File: src/rtl/cq_pkg.sv
package cq_pkg;
   localparam int WORD_W      = 32;
   localparam int OPC_MSB     = 31;
   localparam int OPC_LSB     = 26;
   localparam int BLOCK_BYTES = 16;
   localparam int TBL_ADDR_W  = 17;
   localparam int TBL_ID_W    = 7;
   localparam int TBL_SEL_W   = 2;

   localparam logic [5:0] OPC_BLK_START = 6'h0e;
   localparam logic [5:0] OPC_DMA_SETUP = 6'h10;
   localparam logic [5:0] OPC_DMA_DONE  = 6'h11;
   localparam logic [5:0] OPC_SET_TABLE = 6'h15;

   localparam logic [1:0] RG_QUEUE  = 2'd0;
   localparam logic [1:0] RG_QCTL   = 2'd1;
   localparam logic [1:0] RG_STATUS = 2'd2;
   localparam logic [1:0] RG_DEST   = 2'd3;

   localparam int ST_BUSY   = 0;
   localparam int ST_EMPTY  = 3;
   localparam int ST_DMA    = 23;
   localparam int QCTL_EN   = 1;
   localparam int ERR_LSB   = 12;
   localparam int ERR_N     = 3;

   typedef enum logic [1:0] {
      SQ_IDLE,
      SQ_BLOCK,
      SQ_TABLE
   } sq_state_e;

   typedef struct packed {
      logic [TBL_SEL_W-1:0]  sel;
      logic [TBL_ID_W-1:0]   id;
      logic [TBL_ADDR_W-1:0] addr;
   } tbl_cmd_t;
endpackage

File: src/rtl/cq_fifo.sv
module cq_fifo #(
   parameter int DEPTH = 4,
   parameter int W     = 32
) (
   input  logic         clk,
   input  logic         rst_n,
   input  logic         push,
   input  logic [W-1:0] din,
   input  logic         pop,
   output logic [W-1:0] dout,
   output logic         full,
   output logic         empty
);
   localparam int PW = (DEPTH > 1) ? $clog2(DEPTH) : 1;
   localparam int CW = $clog2(DEPTH + 1);
   localparam logic [CW-1:0] CNT_MAX = CW'(DEPTH);

   if (DEPTH < 2) begin : g_bad_depth
      $error("cq_fifo: DEPTH must be at least 2");
   end

   logic [W-1:0]  mem [DEPTH];
   logic [PW-1:0] wr_ptr, rd_ptr, wr_nxt, rd_nxt;
   logic [CW-1:0] count;

   if ((1 << PW) == DEPTH) begin : g_pow2
      assign wr_nxt = wr_ptr + 1'b1;
      assign rd_nxt = rd_ptr + 1'b1;
   end else begin : g_wrap
      assign wr_nxt = (wr_ptr == PW'(DEPTH - 1)) ? '0 : wr_ptr + 1'b1;
      assign rd_nxt = (rd_ptr == PW'(DEPTH - 1)) ? '0 : rd_ptr + 1'b1;
   end

   assign full  = (count == CNT_MAX);
   assign empty = (count == '0);
   assign dout  = mem[rd_ptr];

   always_ff @(posedge clk) begin
      if (push && !full) begin
         mem[wr_ptr] <= din;
      end
   end

   always_ff @(posedge clk) begin
      if (!rst_n) begin
         wr_ptr <= '0;
         rd_ptr <= '0;
         count  <= '0;
      end else begin
         if (push && !full) begin
            wr_ptr <= wr_nxt;
         end
         if (pop && !empty) begin
            rd_ptr <= rd_nxt;
         end
         case ({push && !full, pop && !empty})
            2'b10:   count <= count + 1'b1;
            2'b01:   count <= count - 1'b1;
            default: count <= count;
         endcase
      end
   end
endmodule

File: src/rtl/cq_errflags.sv
module cq_errflags #(
   parameter int N = 3
) (
   input  logic         clk,
   input  logic         rst_n,
   input  logic         clr_wr,
   input  logic [N-1:0] clr_bits,
   input  logic [N-1:0] set_bits,
   output logic [N-1:0] flags,
   output logic         pending
);
   if (N < 1) begin : g_bad_n
      $error("cq_errflags: N must be positive");
   end

   logic [N-1:0] clr_mask;

   assign clr_mask = clr_wr ? clr_bits : '0;
   assign pending  = |flags;

   // a fresh error wins over a clear on the same edge
   always_ff @(posedge clk) begin
      if (!rst_n) begin
         flags <= '0;
      end else begin
         flags <= (flags & ~clr_mask) | set_bits;
      end
   end
endmodule

File: src/rtl/cq_seq.sv
module cq_seq
   import cq_pkg::*;
#(
   parameter int ADDR_W = 32,
   parameter int CNT_W  = 16
) (
   input  logic              clk,
   input  logic              rst_n,
   input  logic [WORD_W-1:0] head,
   input  logic              avail,
   input  logic              stall,
   output logic              pop,
   input  logic [ADDR_W-1:0] dest_base,
   output logic              blk_req,
   output logic [ADDR_W-1:0] blk_src,
   output logic [ADDR_W-1:0] blk_dst,
   input  logic              blk_ack,
   output logic              tbl_req,
   output tbl_cmd_t          tbl_cmd,
   input  logic              tbl_ack,
   output logic              err_opc,
   output logic              err_nodma,
   output logic              busy,
   output logic              dma_busy
);
   localparam logic [ADDR_W-1:0] STRIDE = ADDR_W'(BLOCK_BYTES);

   sq_state_e         state;
   logic              expect_addr;
   logic              dma_open;
   logic [ADDR_W-1:0] dma_base;
   logic [ADDR_W-1:0] dst_base;
   logic [ADDR_W-1:0] offset;
   logic [CNT_W-1:0]  blk_left;
   logic [5:0]        opc;
   logic              opc_known;
   logic              is_cmd;

   assign opc       = head[OPC_MSB:OPC_LSB];
   assign pop       = (state == SQ_IDLE) && avail && !stall;
   assign is_cmd    = pop && !expect_addr;
   assign opc_known = (opc == OPC_BLK_START) || (opc == OPC_DMA_SETUP) ||
                      (opc == OPC_DMA_DONE)  || (opc == OPC_SET_TABLE);
   assign err_opc   = is_cmd && !opc_known;
   assign err_nodma = is_cmd && (opc == OPC_BLK_START) && !dma_open;

   assign blk_req  = (state == SQ_BLOCK);
   assign blk_src  = dma_base + offset;
   assign blk_dst  = dst_base + offset;
   assign tbl_req  = (state == SQ_TABLE);
   assign busy     = (state != SQ_IDLE);
   assign dma_busy = (state == SQ_BLOCK);

   always_ff @(posedge clk) begin
      if (!rst_n) begin
         state       <= SQ_IDLE;
         expect_addr <= 1'b0;
         dma_open    <= 1'b0;
         dma_base    <= '0;
         dst_base    <= '0;
         offset      <= '0;
         blk_left    <= '0;
         tbl_cmd     <= '0;
      end else begin
         case (state)
            SQ_IDLE: begin
               if (pop && expect_addr) begin
                  dma_base    <= head[ADDR_W-1:0];
                  dma_open    <= 1'b1;
                  expect_addr <= 1'b0;
               end else if (is_cmd) begin
                  case (opc)
                     OPC_DMA_SETUP: expect_addr <= 1'b1;
                     OPC_DMA_DONE:  dma_open    <= 1'b0;
                     OPC_BLK_START: begin
                        if (dma_open) begin
                           blk_left <= head[CNT_W-1:0];
                           offset   <= '0;
                           dst_base <= dest_base;
                           state    <= SQ_BLOCK;
                        end
                     end
                     OPC_SET_TABLE: begin
                        tbl_cmd <= head[$bits(tbl_cmd_t)-1:0];
                        state   <= SQ_TABLE;
                     end
                     default: ;
                  endcase
               end
            end
            SQ_BLOCK: begin
               if (blk_ack) begin
                  if (blk_left == '0) begin
                     state <= SQ_IDLE;
                  end else begin
                     blk_left <= blk_left - 1'b1;
                     offset   <= offset + STRIDE;
                  end
               end
            end
            SQ_TABLE: begin
               if (tbl_ack) begin
                  state <= SQ_IDLE;
               end
            end
            default: state <= SQ_IDLE;
         endcase
      end
   end
endmodule

File: src/rtl/cmdq_sequencer.sv
module cmdq_sequencer
   import cq_pkg::*;
#(
   parameter int QDEPTH = 4,
   parameter int ADDR_W = 32,
   parameter int CNT_W  = 16
) (
   input  logic                  clk,
   input  logic                  rst_n,
   input  logic                  reg_wr,
   input  logic [1:0]            reg_addr,
   input  logic [WORD_W-1:0]     reg_wdata,
   output logic [WORD_W-1:0]     reg_rdata,
   output logic                  blk_req,
   output logic [ADDR_W-1:0]     blk_src,
   output logic [ADDR_W-1:0]     blk_dst,
   input  logic                  blk_ack,
   output logic                  tbl_req,
   output logic [TBL_SEL_W-1:0]  tbl_select,
   output logic [TBL_ID_W-1:0]   tbl_id,
   output logic [TBL_ADDR_W-1:0] tbl_addr,
   input  logic                  tbl_ack
);
   if (ADDR_W < TBL_ADDR_W || ADDR_W > WORD_W) begin : g_bad_aw
      $error("cmdq_sequencer: ADDR_W out of range");
   end
   if (CNT_W < 1 || CNT_W > OPC_LSB) begin : g_bad_cw
      $error("cmdq_sequencer: CNT_W out of range");
   end

   logic              qctl_en;
   logic [ADDR_W-1:0] dest_q;
   logic              q_attempt, q_push, q_pop, q_full, q_empty;
   logic [WORD_W-1:0] q_head;
   logic [ERR_N-1:0]  err_set, err_q;
   logic              err_pend, err_opc, err_nodma, err_full;
   logic              busy, dma_busy, stat_clr;
   logic [WORD_W-1:0] stat_word;
   tbl_cmd_t          tbl_cmd;

   assign q_attempt = reg_wr && (reg_addr == RG_QUEUE);
   assign q_push    = q_attempt && qctl_en;
   assign err_full  = q_push && q_full;
   assign stat_clr  = reg_wr && (reg_addr == RG_STATUS);
   assign err_set   = {err_nodma, err_opc, err_full};

   always_ff @(posedge clk) begin
      if (!rst_n) begin
         qctl_en <= 1'b0;
         dest_q  <= '0;
      end else if (reg_wr) begin
         if (reg_addr == RG_QCTL) begin
            qctl_en <= reg_wdata[QCTL_EN];
         end
         if (reg_addr == RG_DEST) begin
            dest_q <= reg_wdata[ADDR_W-1:0];
         end
      end
   end

   cq_fifo #(.DEPTH(QDEPTH), .W(WORD_W)) u_fifo (
      .clk   (clk),
      .rst_n (rst_n),
      .push  (q_push),
      .din   (reg_wdata),
      .pop   (q_pop),
      .dout  (q_head),
      .full  (q_full),
      .empty (q_empty)
   );

   cq_errflags #(.N(ERR_N)) u_err (
      .clk      (clk),
      .rst_n    (rst_n),
      .clr_wr   (stat_clr),
      .clr_bits (reg_wdata[ERR_LSB +: ERR_N]),
      .set_bits (err_set),
      .flags    (err_q),
      .pending  (err_pend)
   );

   cq_seq #(.ADDR_W(ADDR_W), .CNT_W(CNT_W)) u_seq (
      .clk       (clk),
      .rst_n     (rst_n),
      .head      (q_head),
      .avail     (!q_empty),
      .stall     (err_pend),
      .pop       (q_pop),
      .dest_base (dest_q),
      .blk_req   (blk_req),
      .blk_src   (blk_src),
      .blk_dst   (blk_dst),
      .blk_ack   (blk_ack),
      .tbl_req   (tbl_req),
      .tbl_cmd   (tbl_cmd),
      .tbl_ack   (tbl_ack),
      .err_opc   (err_opc),
      .err_nodma (err_nodma),
      .busy      (busy),
      .dma_busy  (dma_busy)
   );

   assign tbl_select = tbl_cmd.sel;
   assign tbl_id     = tbl_cmd.id;
   assign tbl_addr   = tbl_cmd.addr;

   always_comb begin
      stat_word                       = '0;
      stat_word[ST_BUSY]              = busy;
      stat_word[ST_EMPTY]             = q_empty;
      stat_word[ST_DMA]               = dma_busy;
      stat_word[ERR_LSB +: ERR_N]     = err_q;
   end

   always_comb begin
      reg_rdata = '0;
      case (reg_addr)
         RG_QCTL:   reg_rdata[QCTL_EN] = qctl_en;
         RG_STATUS: reg_rdata = stat_word;
         RG_DEST:   reg_rdata[ADDR_W-1:0] = dest_q;
         default:   reg_rdata = '0;
      endcase
   end
endmodule

File: config.mk
export PLATFORM = sky130hd
export DESIGN_NAME = cmdq_sequencer
export DESIGN_NICKNAME = d
export VERILOG_FILES = /design/src/rtl/cq_pkg.sv /design/src/rtl/cq_fifo.sv /design/src/rtl/cq_errflags.sv /design/src/rtl/cq_seq.sv /design/src/rtl/cmdq_sequencer.sv
export SDC_FILE = /design/constraint.sdc
export NUM_CORES = 1
export LEC_CHECK = 0
export ABC_AREA = 1
export BUFFER_PORTS_ARGS = -buffer_cell sky130_fd_sc_hd__buf_2
export CAP_MARGIN = 20
export CORE_ASPECT_RATIO = 0.8
export CORE_MARGIN = 4
export CORE_UTILIZATION = 40
export DETAILED_ROUTE_END_ITERATION = 12
export HOLD_SLACK_MARGIN = 0.02
export SKIP_LAST_GASP = 1
export SYNTH_ARGS = -nofsm -noshare
export SYNTH_HDL_FRONTEND = slang
export SYNTH_SLANG_ARGS = --single-unit
File: constraint.sdc
create_clock -name clk -period 2.6 [get_ports clk]
set_clock_uncertainty 0.2 [all_clocks]
set_input_delay 0.13 -clock clk [delete_from_list [all_inputs] [get_ports clk]]
set_output_delay 0.13 -clock clk [all_outputs]
set_load 0.02 [all_outputs]
## After elaboration in Yosys (flattened, before gate mapping)

Memories as Yosys holds them, arrays and structs flattened. A register that Yosys moved wholly into a read port is not among the register bits.
Index checks and enable logic that the tools add are counted.

| storage, ports and cells | value |
|---|---|
| bits in registers | 185 |
| bits in writable memories | 128 |
| output and inout bits | 124 |
| memories kept | 1 |

| cells by class | value |
|---|---|
| add/subtract/negate cells | 8 |
| eq/ne operators | 22 |
| muxes and demuxes | 37 |
| bitwise operators | 4 |
| reductions and logical operators | 42 |

Memories:

| name | depth | width | rd ports | clocked after Yosys merged registers in | write ports | line | text |
|---|---|---|---|---|---|---|---|
| u_fifo.mem | 4 | 32 | 1 | 1 | 1 | cq_fifo.sv:22 | `logic [W-1:0] mem [DEPTH];` |

Operators by type and width:

| operator | count |
|---|---|
| 2-to-1 mux 32 bit | 6 |
| 2-to-1 mux 16 bit | 6 |
| adder 32 bit | 2 |
| case mux 32 bit (2 select lines) | 1 |
| case mux 30 bit (2 select lines) | 1 |
| adder 32 x 5 -> 32 bit, second input constant | 1 |
| case mux 16 bit (2 select lines) | 1 |
| == test 6 x 5 -> 1 bit, second input constant | 3 |
| zero test 16 bit | 1 |
| 2-to-1 mux 2 bit | 8 |
| subtractor 16 x 1 -> 16 bit, second input constant | 1 |
| AND reduction 7 bit | 2 |
| logical AND 1 bit | 13 |
| nonzero test 2 bit | 6 |
| == test 2 bit, second input constant | 4 |
| 2-to-1 mux 1 bit | 8 |
| inequality test 2 x 1 -> 1 bit, second input constant | 4 |
| inequality test 2 bit, second input constant | 4 |
| == test 2 x 1 -> 1 bit, second input constant | 3 |
| == test 6 x 4 -> 1 bit, second input constant | 1 |
| zero test 1 bit | 6 |
| case mux 2 bit (3 select lines) | 1 |
| case mux 3 bit (2 select lines) | 1 |
| AND reduction 2 bit | 3 |
| 20 further kinds | 26 |

## Logic depth before layout (Yosys ltp)

| depth | value |
|---|---|
| depth in word-level cells | 8 |
| gate-level depth with buffers | 14 |
| mapped depth without buffers | 12 |

## Hierarchy

A second synthesis with hierarchy kept.

| unflattened totals | value |
|---|---|
| cell total of the unflattened synthesis | 2302 |
| area, all modules | 16874.9 um^2 |

By module, submodules not included:

| module | instances | cells an instance | area each (um^2) |
|---|---|---|---|
| cq_seq | 1 | 1642 | 9884.5 |
| cq_fifo | 1 | 379 | 5276.3 |
| cmdq_sequencer | 1 | 262 | 1590.3 |
| cq_errflags | 1 | 19 | 123.9 |

## Worst setup path before layout

OpenSTA, ideal clock, no wires.

| path | value |
|---|---|
| kind | reg2reg |
| from | register qctl_en |
| to | memory u_fifo.mem[0][0] (enable) |
| data arrival time | 2152 ps |
| required time | 1979 ps |
| path slack | -173 ps |
| cell stages (with the launch flop) | 5 |
| buffers on the path | 0 |
| period minus slack after synthesis | 2773 ps |
| cell sequence | dfxtp_1 -> nand2_1 -> nor3_1 -> o31ai_1 -> nor2_1 |

| on the way | value |
|---|---|
| longest elaborated chain between the ends | 4 |

Ends and longest elaborated chain:

| item | line | text |
|---|---|---|
| start: declaration | cmdq_sequencer.sv:31 | `logic qctl_en;` |
| start signal: assignment | cmdq_sequencer.sv:53 | `qctl_en <= reg_wdata[QCTL_EN];` |
| logical AND 1 bit | cmdq_sequencer.sv:42 | `assign q_push = q_attempt && qctl_en;` |
| logical AND 1 bit | cq_fifo.sv:39 | `if (push && !full) begin` |
| 2-to-1 mux 1 bit | cq_fifo.sv:39 |  |
| 2-to-1 mux 1 bit (not written as such) | cq_fifo.sv:40 | `mem[wr_ptr] <= din;` |
| end: declaration | cq_fifo.sv:22 |  |

No other way between the ends.

## Worst setup path after layout

| path | value |
|---|---|
| from | register u_seq.offset[6] |
| to | output blk_src[31] |

| on the way | value |
|---|---|
| longest elaborated chain between the ends | 1 |

Ends and longest elaborated chain:

| item | line | text |
|---|---|---|
| start: declaration | cq_seq.sv:33 | `logic [ADDR_W-1:0] offset;` |
| start signal: assignment | cq_seq.sv:97 | `offset <= offset + STRIDE;` |
| adder 32 bit | cq_seq.sv:48 | `assign blk_src = dma_base + offset;` |
| end: declaration | cmdq_sequencer.sv:15 | `output logic [ADDR_W-1:0] blk_src,` |

No other way between the ends.

==> reports/metrics.yaml <==
cts_buffers: 31
viasPerCell: 5.299
io_pins: 163
drive_gt1_share_pct: 29.82
period_needed_ns: 2.738
port_buffers: 162
die_w_um: 236.8
p_seq_share_pct: 42.0
violations: "negative setup slack"
std_cell_rows: 66
timing.final.ws_setup_ns: -0.1378
syn_to_final_growth_pct: 37.29
postSynthAreaPerCell_um2: 7.536
arrival_ns: 2.41
met3_usage_pct: 3.923
powerDensity_mw_per_mm2: 542.9
switching_share_pct: 29.62
fin_cells: 3103
drc_errors: 0
ctsHtreeMaxLevel: 1
grt_pass1_vias: 15640
period_share_pct: 105.3
grt-busiest-layer: "met2"
globalplace.congestion: 0.8968
use_met1_pct: 37.63
status: "finished, violations left"
yosysSeqAreaShare_pct: 44.83
max_freq_mhz: 365.3
path_max_fanout: 3
synth-seq-cells: 311
tightest_slew_ns: 0.6526
antenna_found_initial: 0
syn-cell-area_mm2: 0.01674
holdWs_ns: 0.1438
core_mm2: 0.04096
slew_headroom_pct: 56.39
switching_power_uw: 3697
intPower_uw: 8784
diodes: 0
finalSetupViolCount: 26
critical_path_class: "reg -> out"
endpoint_kind: "primary output"
hold_viol_final: 0
ir_drop_mv: 0.5287
clockPowerShare_pct: 39.3
combPwrFrac_pct: 18.6
start_util_pct: 40.88
detail_route.wirelength_um: 60770
total_power_uw: 12480
clk_latency_ns: 0.56
grt_overflow: 0
synth_warnings: 0
clk_pin_slew_ns: 0.07
multi_input_area_mm2: 0.009991
grt_max_degree: 62
cts_tree: "yes"
n_fill_cell: 3748
synth_cell_types: 48
rsz0062_at_grt: "yes"
hp-class: "in -> reg"
vias: 16440
final_nets: 2637
grt_pass1_wl_um: 91490
drt_iter0_drc: 1337
seq_area_mm2: 0.007624
ctsLongestPathBuffers: 3
final_cell_area_mm2: 0.02299
dr.pass1.iters: 5
clock-sinks: 311
die_h_um: 191
synthCells: 2222
wire_per_inst_um: 19.58
final_antenna_net_count: 0
power.leakage_uw: 0.009984
crit_path_start_kind: "flip-flop"
dp_hpwl_um: 43690
grtUsageTotal_pct: 25.62
syn-num-nets: 2324
cts_root_buf: "clkbuf_16"
crit_required_ns: 2.27
use_met2_pct: 40.69
slew_viol_final: 0
place_ws_ns: 0.006092
drv_cap: 0
place_area_mm2: 0.01852
design.die.area_mm2: 0.04522
placed_cells: 2921
==> final cells by class <==
cell class	instances	area share, %
Inverter	194	3.211
Timing Repair Buffer	371	12.40
Clock inverter	22	1.372
Clock buffer	35	3.440
Sequential cell	311	33.16
Tap cell	544	2.961
Multi-Input combinational cell	1626	43.46
==> sequential cells by signal (all words and copies together) (netlist names), named ones only <==
name               count
u_fifo.mem           128
dest_q                32
u_seq.dma_base        32
u_seq.dst_base        32
u_seq.offset          28
u_seq.tbl_cmd         26
u_seq.blk_left        16
u_err.flags            3
u_fifo.count           3
u_fifo.rd_ptr          2
u_fifo.wr_ptr          2
u_seq.state            2
qctl_en                1
u_seq.dma_open         1
u_seq.expect_addr      1
==> metrics by stage <==
step / TNS (ns) / util (%)
floorplan: -22.13 / -
global placement: 0 / 45.23
detailed placement: 0 / 45.23
CTS: -1.227 / 53.55
global route: -5.282 / 56.13
finish: -1.724 / 56.13
==> worst paths after layout <==
check                                 from                      endpoint  slack, ns  cells past startpoint
min reg2reg  u_fifo.rd_ptr[1]$_SDFFE_PN0P_                     flip-flop       0.26                      2
max reg2reg    u_seq.state[0]$_SDFFE_PN0P_  u_fifo.count[2]$_SDFFE_PN0P_       0.14                     12
min                          reg_wdata[17]   u_fifo.mem[2][17]$_DFFE_PP_       0.14                      2
max           u_seq.offset[6]$_SDFFE_PN0P_                   blk_src[31]      -0.14                     13
==> what timing repair did <==
item | CTS | global route
buffers inserted | 50 | 36
hold buffers | 41 | 0
gates cloned | 0 | 1
setup endpoints to repair | 49 | 49
gates resized for setup | 390 | 190
hold endpoints to repair | 213 | 0
pin swaps | 95 | 88
==> worst max-delay path: stages (launching register included) <==
cell and delay [ns]:
dfxtp_4 0.38, ha_4 0.31, inv_4 0.06, o31ai_2 0.24
buf_4 0.18, nand2_4 0.05, nand2_4 0.08, nand2_2 0.05
nand2_2 0.08, nand2_1 0.08, nand2_1 0.06, nand2_1 0.05
nand2_2 0.10, buf_6 0.12
==> kinds of logic after synthesis <==
family / share of synthesized area, %
buf+inv: 7.166
simple gates: 26.13
compound gates: 13.82
mux: 0.05978
fa+ha+maj: 4.752
flops: 44.83
xor+xnor: 3.243
==> cells in the final DEF (no fill, tap or decap), types with 9 or more instances in the layout <==
master,synthesis,layout
a21oi_1,178,135
a21oi_2,10,40
a21oi_4,0,13
buf_12,0,9
buf_2,24,118
buf_4,7,168
buf_6,8,34
clkbuf_16,0,32
dfxtp_1,183,136
dfxtp_2,0,24
dfxtp_4,0,23
dlygate4sd3_1,0,41
edfxtp_1,128,128
ha_1,62,12
ha_4,0,50
inv_1,186,170
inv_2,5,18
nand2_1,499,425
nand2_2,6,55
nand2_4,0,25
nand3_1,126,109
nand3_2,5,21
nand4_1,15,15
nor2_1,375,328
nor2_2,2,32
nor2_4,4,21
nor3_1,27,11
nor3_4,0,9
o21ai_0,168,140
o21ai_1,22,41
o22ai_1,15,15
xnor2_1,17,15
xor2_1,45,30
xor2_2,0,12
==> power by group through the flow <==
stage	Clock (uW)	Sequential, uW	Combinational [uW]
final	4910	5240	2330
after global routing	5190	5250	2500
after CTS	4960	5240	2250
after detailed placement	0	5370	2180
after global placement	0	5360	2150
after floorplan	0	5350	1340
==> layer usage <==
| layer | part of all wire [%] | wire length [um] |
|---|---|---|
| met1 | 47 | 28400 |
| met2 | 44 | 27030 |
| met3 | 6.9 | 4207 |
| met4 | 1.9 | 1131 |
| met5 | 0 | 0 |
==> synthesized netlist by cell type, drive strengths merged <==
library cell | instances | area (um2)
ha | 62 | 775.7
a22oi | 1 | 7.510
a21o | 9 | 67.56
nor3b | 3 | 22.52
o31ai | 3 | 22.52
fa | 1 | 20.02
mux2i | 1 | 10.01
xnor2 | 17 | 148.9
clkinv | 2 | 7.510
nor3 | 27 | 135.1
a211oi | 1 | 7.510
o21bai | 5 | 37.54
nand4 | 15 | 93.84
dfxtp | 183 | 3664
o21ai | 190 | 950.9
o22a | 4 | 35.03
xor2 | 45 | 394.1
o21a | 1 | 7.510
nand3 | 132 | 698.2
o211ai | 1 | 7.510
or2 | 1 | 6.260
nand3b | 5 | 37.54
nor4 | 1 | 6.260
edfxtp | 128 | 3844
a21boi | 1 | 7.510
inv | 192 | 723.2
a31oi | 5 | 31.28
a32o | 5 | 50.05
nand2 | 505 | 1911
a32oi | 1 | 8.760
buf | 43 | 289.0
clkbuf | 48 | 180.2
nor2 | 381 | 1465
a21oi | 188 | 978.4
o22ai | 15 | 93.84
No activity file was read; power rests on OpenSTA's default activity.
